$ cat src/rtl/uart_regfront.sv
module uart_regfront #(
  parameter int DEPTH = 64,
  parameter int DW    = 8
) (
  input  logic          clk,
  input  logic          rst_n,
  input  logic          wr_en,
  input  logic          rd_en,
  input  logic [5:0]    addr,
  input  logic [31:0]   wdata,
  output logic [31:0]   rdata,
  output logic          tx_enable,
  output logic          rx_enable,
  output logic          tx_flush,
  output logic          rx_flush,
  output logic [10:0]   mode_cfg,
  output logic [15:0]   baud_gen,
  output logic [7:0]    baud_div,
  output logic          tx_valid,
  output logic [DW-1:0] tx_data,
  input  logic          tx_pop,
  input  logic          rx_push,
  input  logic [DW-1:0] rx_din,
  output logic          tx_full,
  output logic          tx_empty,
  output logic          rx_full,
  output logic          rx_empty
);
  localparam int AW = $clog2(DEPTH);
  localparam logic [3:0] W_CTRL = 4'h0;
  localparam logic [3:0] W_MODE = 4'h1;
  localparam logic [3:0] W_BGEN = 4'h6;
  localparam logic [3:0] W_STAT = 4'hB;
  localparam logic [3:0] W_DATA = 4'hC;
  localparam logic [3:0] W_BDIV = 4'hD;

  logic [3:0] word;
  assign word = addr[5:2];

  logic ctrl_wr, tx_rst, rx_rst, tx_push, tx_take, rx_accept, rx_take;
  assign ctrl_wr   = wr_en && word == W_CTRL;
  assign tx_rst    = ctrl_wr && wdata[1];
  assign rx_rst    = ctrl_wr && wdata[0];
  assign tx_push   = wr_en && word == W_DATA && !tx_full;
  assign tx_take   = tx_pop && tx_valid;
  assign rx_accept = rx_push && rx_enable && !rx_full;
  assign rx_take   = rd_en && word == W_DATA && !rx_empty;

  logic unused_bits;
  assign unused_bits = ^{addr[1:0], wdata[31:16]};

  // configuration registers
  always_ff @(posedge clk or negedge rst_n) begin
    if (!rst_n) begin
      tx_enable <= 1'b0;
      rx_enable <= 1'b0;
      tx_flush  <= 1'b0;
      rx_flush  <= 1'b0;
      mode_cfg  <= '0;
      baud_gen  <= 16'h028B;
      baud_div  <= 8'h0F;
    end else begin
      tx_flush <= tx_rst;
      rx_flush <= rx_rst;
      if (ctrl_wr) begin
        tx_enable <= wdata[4];
        rx_enable <= wdata[2];
      end
      if (wr_en && word == W_MODE) mode_cfg <= wdata[10:0];
      if (wr_en && word == W_BGEN) baud_gen <= wdata[15:0];
      if (wr_en && word == W_BDIV) baud_div <= wdata[7:0];
    end
  end

  // transmit queue
  logic [DW-1:0] tx_mem [DEPTH];
  logic [AW:0]   tx_wp, tx_rp;

  always_ff @(posedge clk or negedge rst_n) begin
    if (!rst_n) begin
      tx_wp <= '0;
      tx_rp <= '0;
    end else if (tx_rst) begin
      tx_wp <= '0;
      tx_rp <= '0;
    end else begin
      if (tx_push) tx_wp <= tx_wp + 1'b1;
      if (tx_take) tx_rp <= tx_rp + 1'b1;
    end
  end

  always_ff @(posedge clk)
    if (tx_push) tx_mem[tx_wp[AW-1:0]] <= wdata[DW-1:0];

  assign tx_empty = tx_wp == tx_rp;
  assign tx_full  = tx_wp[AW] != tx_rp[AW] && tx_wp[AW-1:0] == tx_rp[AW-1:0];
  assign tx_valid = !tx_empty && tx_enable;
  assign tx_data  = tx_mem[tx_rp[AW-1:0]];

  // receive queue
  logic [DW-1:0] rx_mem [DEPTH];
  logic [AW:0]   rx_wp, rx_rp;

  always_ff @(posedge clk or negedge rst_n) begin
    if (!rst_n) begin
      rx_wp <= '0;
      rx_rp <= '0;
    end else if (rx_rst) begin
      rx_wp <= '0;
      rx_rp <= '0;
    end else begin
      if (rx_accept) rx_wp <= rx_wp + 1'b1;
      if (rx_take)   rx_rp <= rx_rp + 1'b1;
    end
  end

  always_ff @(posedge clk)
    if (rx_accept) rx_mem[rx_wp[AW-1:0]] <= rx_din;

  assign rx_empty = rx_wp == rx_rp;
  assign rx_full  = rx_wp[AW] != rx_rp[AW] && rx_wp[AW-1:0] == rx_rp[AW-1:0];

  // read mux
  always_comb begin
    rdata = '0;
    if (rd_en) begin
      case (word)
        W_CTRL: rdata = {27'd0, tx_enable, 1'b0, rx_enable, 2'b00};
        W_MODE: rdata = {21'd0, mode_cfg};
        W_BGEN: rdata = {16'd0, baud_gen};
        W_STAT: rdata = {27'd0, tx_full, tx_empty, 1'b0, rx_empty, rx_full};
        W_DATA: rdata = rx_empty ? 32'd0 : {{(32-DW){1'b0}}, rx_mem[rx_rp[AW-1:0]]};
        W_BDIV: rdata = {24'd0, baud_div};
        default: rdata = '0;
      endcase
    end
  end

  AST_TXRST_EMPTIES: assert property (@(posedge clk) disable iff (!rst_n) tx_rst |=> tx_empty);
  AST_RXRST_EMPTIES: assert property (@(posedge clk) disable iff (!rst_n) rx_rst |=> rx_empty);
  AST_TX_FULL_DROP: assert property (@(posedge clk) disable iff (!rst_n)
    (tx_full && wr_en && word == W_DATA && !tx_pop) |=> tx_full);
  AST_RX_DISABLED_HOLDS: assert property (@(posedge clk) disable iff (!rst_n)
    (rx_push && !rx_enable && !rx_rst) |=> $stable(rx_wp));
  AST_EMPTY_READ_ZERO: assert property (@(posedge clk) disable iff (!rst_n)
    (rd_en && word == W_DATA && rx_empty) |-> rdata == 32'd0);
  AST_FLAGS_EXCLUSIVE: assert property (@(posedge clk) disable iff (!rst_n)
    !(tx_full && tx_empty) && !(rx_full && rx_empty));
endmodule

$ cat config.mk
export PLATFORM = sky130hd
export DESIGN_NAME = uart_regfront
export DESIGN_NICKNAME = d
export VERILOG_FILES = /design/src/rtl/uart_regfront.sv
export SDC_FILE = /design/constraint.sdc
export NUM_CORES = 1
export LEC_CHECK = 0
export BUFFER_PORTS_ARGS = -buffer_cell sky130_fd_sc_hd__buf_2
export CAP_MARGIN = 25
export CORE_ASPECT_RATIO = 1.25
export CORE_MARGIN = 1
export CORE_UTILIZATION = 45
export CTS_BUF_LIST = sky130_fd_sc_hd__clkbuf_4
export DETAILED_ROUTE_END_ITERATION = 10
export SKIP_CTS_REPAIR_TIMING = 1
export SLEW_MARGIN = 20
export SYNTH_ARGS = -nofsm -noshare
export SYNTH_HDL_FRONTEND = slang
export SYNTH_SLANG_ARGS = --single-unit
$ cat constraint.sdc
create_clock -name clk -period 3.3 [get_ports clk]
set_input_delay 0.33 -clock clk [delete_from_list [all_inputs] [get_ports clk]]
set_output_delay 0.33 -clock clk [all_outputs]
set_load 0.02 [all_outputs]
### After elaboration in Yosys (flattened, before gate mapping)

Memories as Yosys holds them, arrays and structs flattened.
Cells that the tools add are included.

* mux-type cells: 15
* add/sub/neg operators: 4
* reduce and logical (&&, ||, !) cells: 25
* equal/unequal tests: 11

Operators with widths (count)
* $pmux 16 s6: 1
* $mux 7: 8
* $add 7x1->7 const B: 4
* $logic_and 1x1->1: 16
* $mux 16: 1
* $eq 7x7->1: 2
* $eq 4x4->1 const B: 3
* $eq 6x6->1: 2
* $mux 8: 1
* $reduce_bool 2->1: 4
* $eq 4x1->1 const B: 1
* $eq 4x3->1 const B: 1
* $logic_not 1->1: 4
* $logic_not 4->1: 1
* $mux 1: 4
* $ne 1x1->1: 2

* memory bits (writable): 1024
* bits in registers: 67
* memories kept: 2
* output and inout port bits: 84

Memories
* rx_mem: words 64, width 8, rd ports 1, clocked after memory_dff 0, write ports 1, RTL line 101 `logic [DW-1:0] rx_mem [DEPTH];`
* tx_mem: words 64, width 8, rd ports 1, clocked after memory_dff 0, write ports 1, RTL line 76 `logic [DW-1:0] tx_mem [DEPTH];`

### Logic depth before layout (Yosys ltp)

* depth in word-level cells: 6
* mapped depth: 9

### Worst setup path before layout

Ideal clock, no wire load.

* path kind: register -> output
* from: reg rx_rp[0]
* to: out rdata[7]
* path slack: 0.755 ns
* stages on the path, launching flop included: 9
* data arrival time: 2.215 ns
* cells stage by stage: dfrtp_1 > buf_4 > buf_2 > buf_2 > mux2_2 > a221oi_1 > o211ai_1 > a32oi_1 > o21ai_0

* word-level cells in the longest chain between the ends: 4
* elaborated cells between the ends (all ways): 5
* those cells by class: eq/ne (1); mux (3); memory (1)

Ends and longest elaborated chain
* start: declaration: RTL line 102 `logic [AW:0] rx_wp, rx_rp;`
* start signal: assignment: RTL line 113 `if (rx_take) rx_rp <= rx_rp + 1'b1;`
* $mem_v2 64x8 / $eq 7x7->1 (equally long branches)
* $mux 8 *: RTL line 132 `W_DATA: rdata = rx_empty ? 32'd0 : {{(32-DW){1'b0}}, rx_mem[rx_rp[AW-1:0]]};`
* $pmux 16 s6 *: RTL line 127 `case (word)`
* $mux 16 *: RTL line 126 `if (rd_en) begin`
* end: declaration: RTL line 11 `output logic [31:0] rdata,`

Every way passes the cells marked *; elsewhere a longest branch is shown, timed or not.

### Worst setup path after layout

* from: reg rx_rp[0]
* to: out rdata[4]

Same word-level chain as after synthesis.

==> impl_metrics.yaml <==
outcome:
  outcome: "complete, but fails checks"
  violations: "setup timing"
clock_network:
  cts_root_buffer: "clkbuf_4"
  cts_inserted_buffers: 287
  h_tree_depth: 5
  tritoncts_num_sinks: 1091
  clkTransAtPathRegs_ps: 70
  clock_latency_at_the_later_pin_of_the_worst_skew_pair_ps: 1110
  tritoncts: "done"
  cts-root-to-sink-buffers: 4
logic_synthesis:
  share_of_yosys_cell_area_claimed_by_the_top_area_cell_type: 0.7081
  netlist-cell-type-count: 62
  number_of_enable_flip_flop_cells_after_synthesis: 1024
  synthMostInstantiatedCell: "edfxtp_1"
  ys_top_cells_by_count: "edfxtp_1 (1,024), mux4_2 (265), nor2_1 (162)"
  synth.largest_area_cell: "edfxtp_1"
  asyncSetResetFlopFracSynth: 0.06141
  synth-main-ff-cell: "edfxtp_1"
  yosys_warnings: 0
  synthCells: 2155
  netlist_top_cells_area: "edfxtp_1 (71%), mux4_2 (14%), dfrtp_1 (3.3%)"
  synth.ff_latch_count: 1091
  synth.cell_area_mm2: 0.04343
  syn_avg_cell_area_um2: 20.15
  yosysSeqAreaShare: 0.7469
finish:
  final_layout_size_suffix_gt1_frac: 0.4244
  multi_input_gate_area_mm2: 0.01066
  layout-area-overhead-vs-synth_pct: 20.04
  ff_latch_area_mm2: 0.03245
  layout.core_utilization: 0.5441
  layout.nets: 2812
  fillCellCount: 7556
  layoutNonFillerInstCount: 4221
critical_path:
  worst-endpoint-required_ps: 2970
  crit_path_top_delay_cell: "dfrtp_4"
  setup.worst_path.start: "rx_rp[0]$_DFFE_PN0P_"
  endpoint_kind: "output pin"
  worstPathMaxFanout: 9
  worstPathArrival_ps: 3580
  critical_path_class: "flop to output pin"
  sum_of_buffers_and_inverters_on_the_critical_path: 5
  cp-start-kind: "flop"
  reg_to_reg_startpoint: "tx_rp[0]$_DFFE_PN0P_"
  worst_path_max_stage_delay_ps: 510
  critPathTopFamily: "buffers and inverters"
  cp_cell_sequence: "buf_12 -> buf_12 -> clkbuf_16 -> buf_8 -> mux2_2 -> a221oi_2 -> o211ai_1 -> nand3_2 -> o211ai_1 -> buf_2"
drt:
  drc_errors: 0
  dr.first_iter.drc_count: 2095
  dr_total_vias: 23660
  first_pass_iters: 8
  routed_via_density: 5.606
  final_antenna_net_count: 0
  postRouteWirelength_um: 109000
  route.detailed.wl_per_inst_um: 25.83
place:
  place_congestion: 0.9442
  dp_hpwl_um: 68310
  place.detailed.instances: 3635
  dp_worst_setup_slack_ps: 296.4
  io_buffers: 101
sta:
  final_hold_viol_count: 0
  tightestPinTransition_ps: 1049
  period_share: 1.186
  max_freq_mhz: 255.6
  setup_viol_count_final: 16
  rsz0062_at_grt: "true"
  final.setup_skew_ps: 107.0
  layout_setup_ws_ps: -612.9
  slew-limit-headroom: 0.3008
  timing_max_transition_violations_final: 0
  final.min_clock_period_ps: 3913
global_route:
  grt_util_all_layers: 0.2171
  wire_length_of_the_first_global_routing_pass_um: 154500
  number_of_antenna_violations_at_the_first_check_in_global_routing: 4
  grt_max_degree: 68
  grt_pass1_vias: 24260
  global_route.overflow_total: 0
power:
  p_per_cell_area_mw_per_mm2: 737.0
  vdd.ir_drop.worst_uv: 449.3
  static-leakage-power_uw: 0.01768
min_path:
  worstHoldPathType: "primary input to flop"
  hold_path_start: "addr[2]"
floorplanning:
  die_h_um: 349.3
  initial_utilization: 0.4532
  pin_count: 136
  die-area_mm2: 0.09776
  die_x_um: 279.9
  core-area_mm2: 0.09582
  rows: 127
job:
  drv.max_cap_violation_count: 0
## logic make-up (layout without fill, tap and decap cells)
group                      Yosys count  count (layout)  share of synthesized area
AOI/OAI and AO/OA                  174             174                    0.02945
xor gates and xnor gates            26              26                   0.005244
adders and majority gates            4               4                   0.001153
buffers and inverters              154             913                    0.01795
DFF                               1091            1091                     0.7469
muxes                              364             364                     0.1624
other                                1              18                 0.00008635
and+or+nand+nor                    341             341                    0.03676
## cell type report
cell class,count,share of cell area
Inverter,9,0.0006480
Multi-Input combinational cell,925,0.2044
Sequential cell,1091,0.6226
Antenna cell,2,0.00009601
Clock inverter,71,0.007969
Timing Repair Buffer,442,0.07702
Tap cell,1290,0.03096
Clock buffer,391,0.05631
## tightest hold or removal path, cell delays in order
cell and delay, ps:
buf_2 180, nor4b_2 220, nand2_1 190, mux2_2 180
## routing by layer
metal | track usage | wire length [um] | up-vias
li1 | - | - | 10190
met1 | 0.2710 | 42040 | 12310
met2 | 0.3675 | 55810 | 951
met3 | 0.05422 | 7869 | 203
met4 | 0.07739 | 3283 | 0
met5 | 0 | 0 | -
## metrics by stage
| step | area (um^2) | setup TNS (ps) | total power, uW | hold slack (ps) |
|---|---|---|---|---|
| floorplan | 43480 | 0 | 22240 | 34.41 |
| global placement | 46690 | 0 | 25560 | 500.4 |
| detailed placement | 46740 | 0 | 25660 | 507.4 |
| CTS | 50090 | -14760 | 36710 | -741.2 |
| global route | 52130 | -11470 | 40030 | 6.367 |
| finish | 52130 | -8454 | 38420 | 71.58 |
## state kept, by name, indices dropped and copies added, names as in the netlist
name / flops
tx_enable: 1
baud_gen: 16
rx_rp: 7
tx_flush: 1
mode_cfg: 11
baud_div: 8
rx_wp: 7
tx_mem: 512
tx_wp: 7
rx_mem: 512
rx_flush: 1
tx_rp: 7
rx_enable: 1
## where the power goes
part	leakage, uW	switching (uW)	internal, uW
combinational	0.00564	5750	5850
sequential	0.0100	375	15400
clock	0.00201	5170	5840
## path summary, 6_finish.rpt
check                                           to  slack (ps)  cells after the start
setup / recovery                          rdata[4]        -610                     10
hold / removal             mode_cfg[3]$_DFFE_PN0P_          70                      4
setup reg to reg           tx_mem[16][6]$_DFFE_PP_         110                     11
hold reg to reg               tx_wp[6]$_DFFE_PN0P_         550                      1
max in group asynchronous     tx_rp[0]$_DFFE_PN0P_        2410                      4
min in group asynchronous       tx_flush$_DFF_PN0_         320                      3
## layout by cell type (no fill, tap or decap), drive strengths merged, types with 13 or more instances in the layout
| cell type | instances |
|---|---|
| dfrtp | 58 |
| clkbuf | 406 |
| nand3 | 30 |
| a22oi | 35 |
| dlygate4sd3 | 45 |
| buf | 382 |
| a22o | 13 |
| a221oi | 17 |
| clkinv | 59 |
| nand2 | 67 |
| nor2 | 162 |
| a21oi | 21 |
| o211ai | 25 |
| inv | 15 |
| mux4 | 265 |
| o21ai | 26 |
| mux2 | 75 |
| mux2i | 24 |
| conb | 16 |
| edfxtp | 1024 |
| xor2 | 15 |
Power figures use the tool's default switching activity.
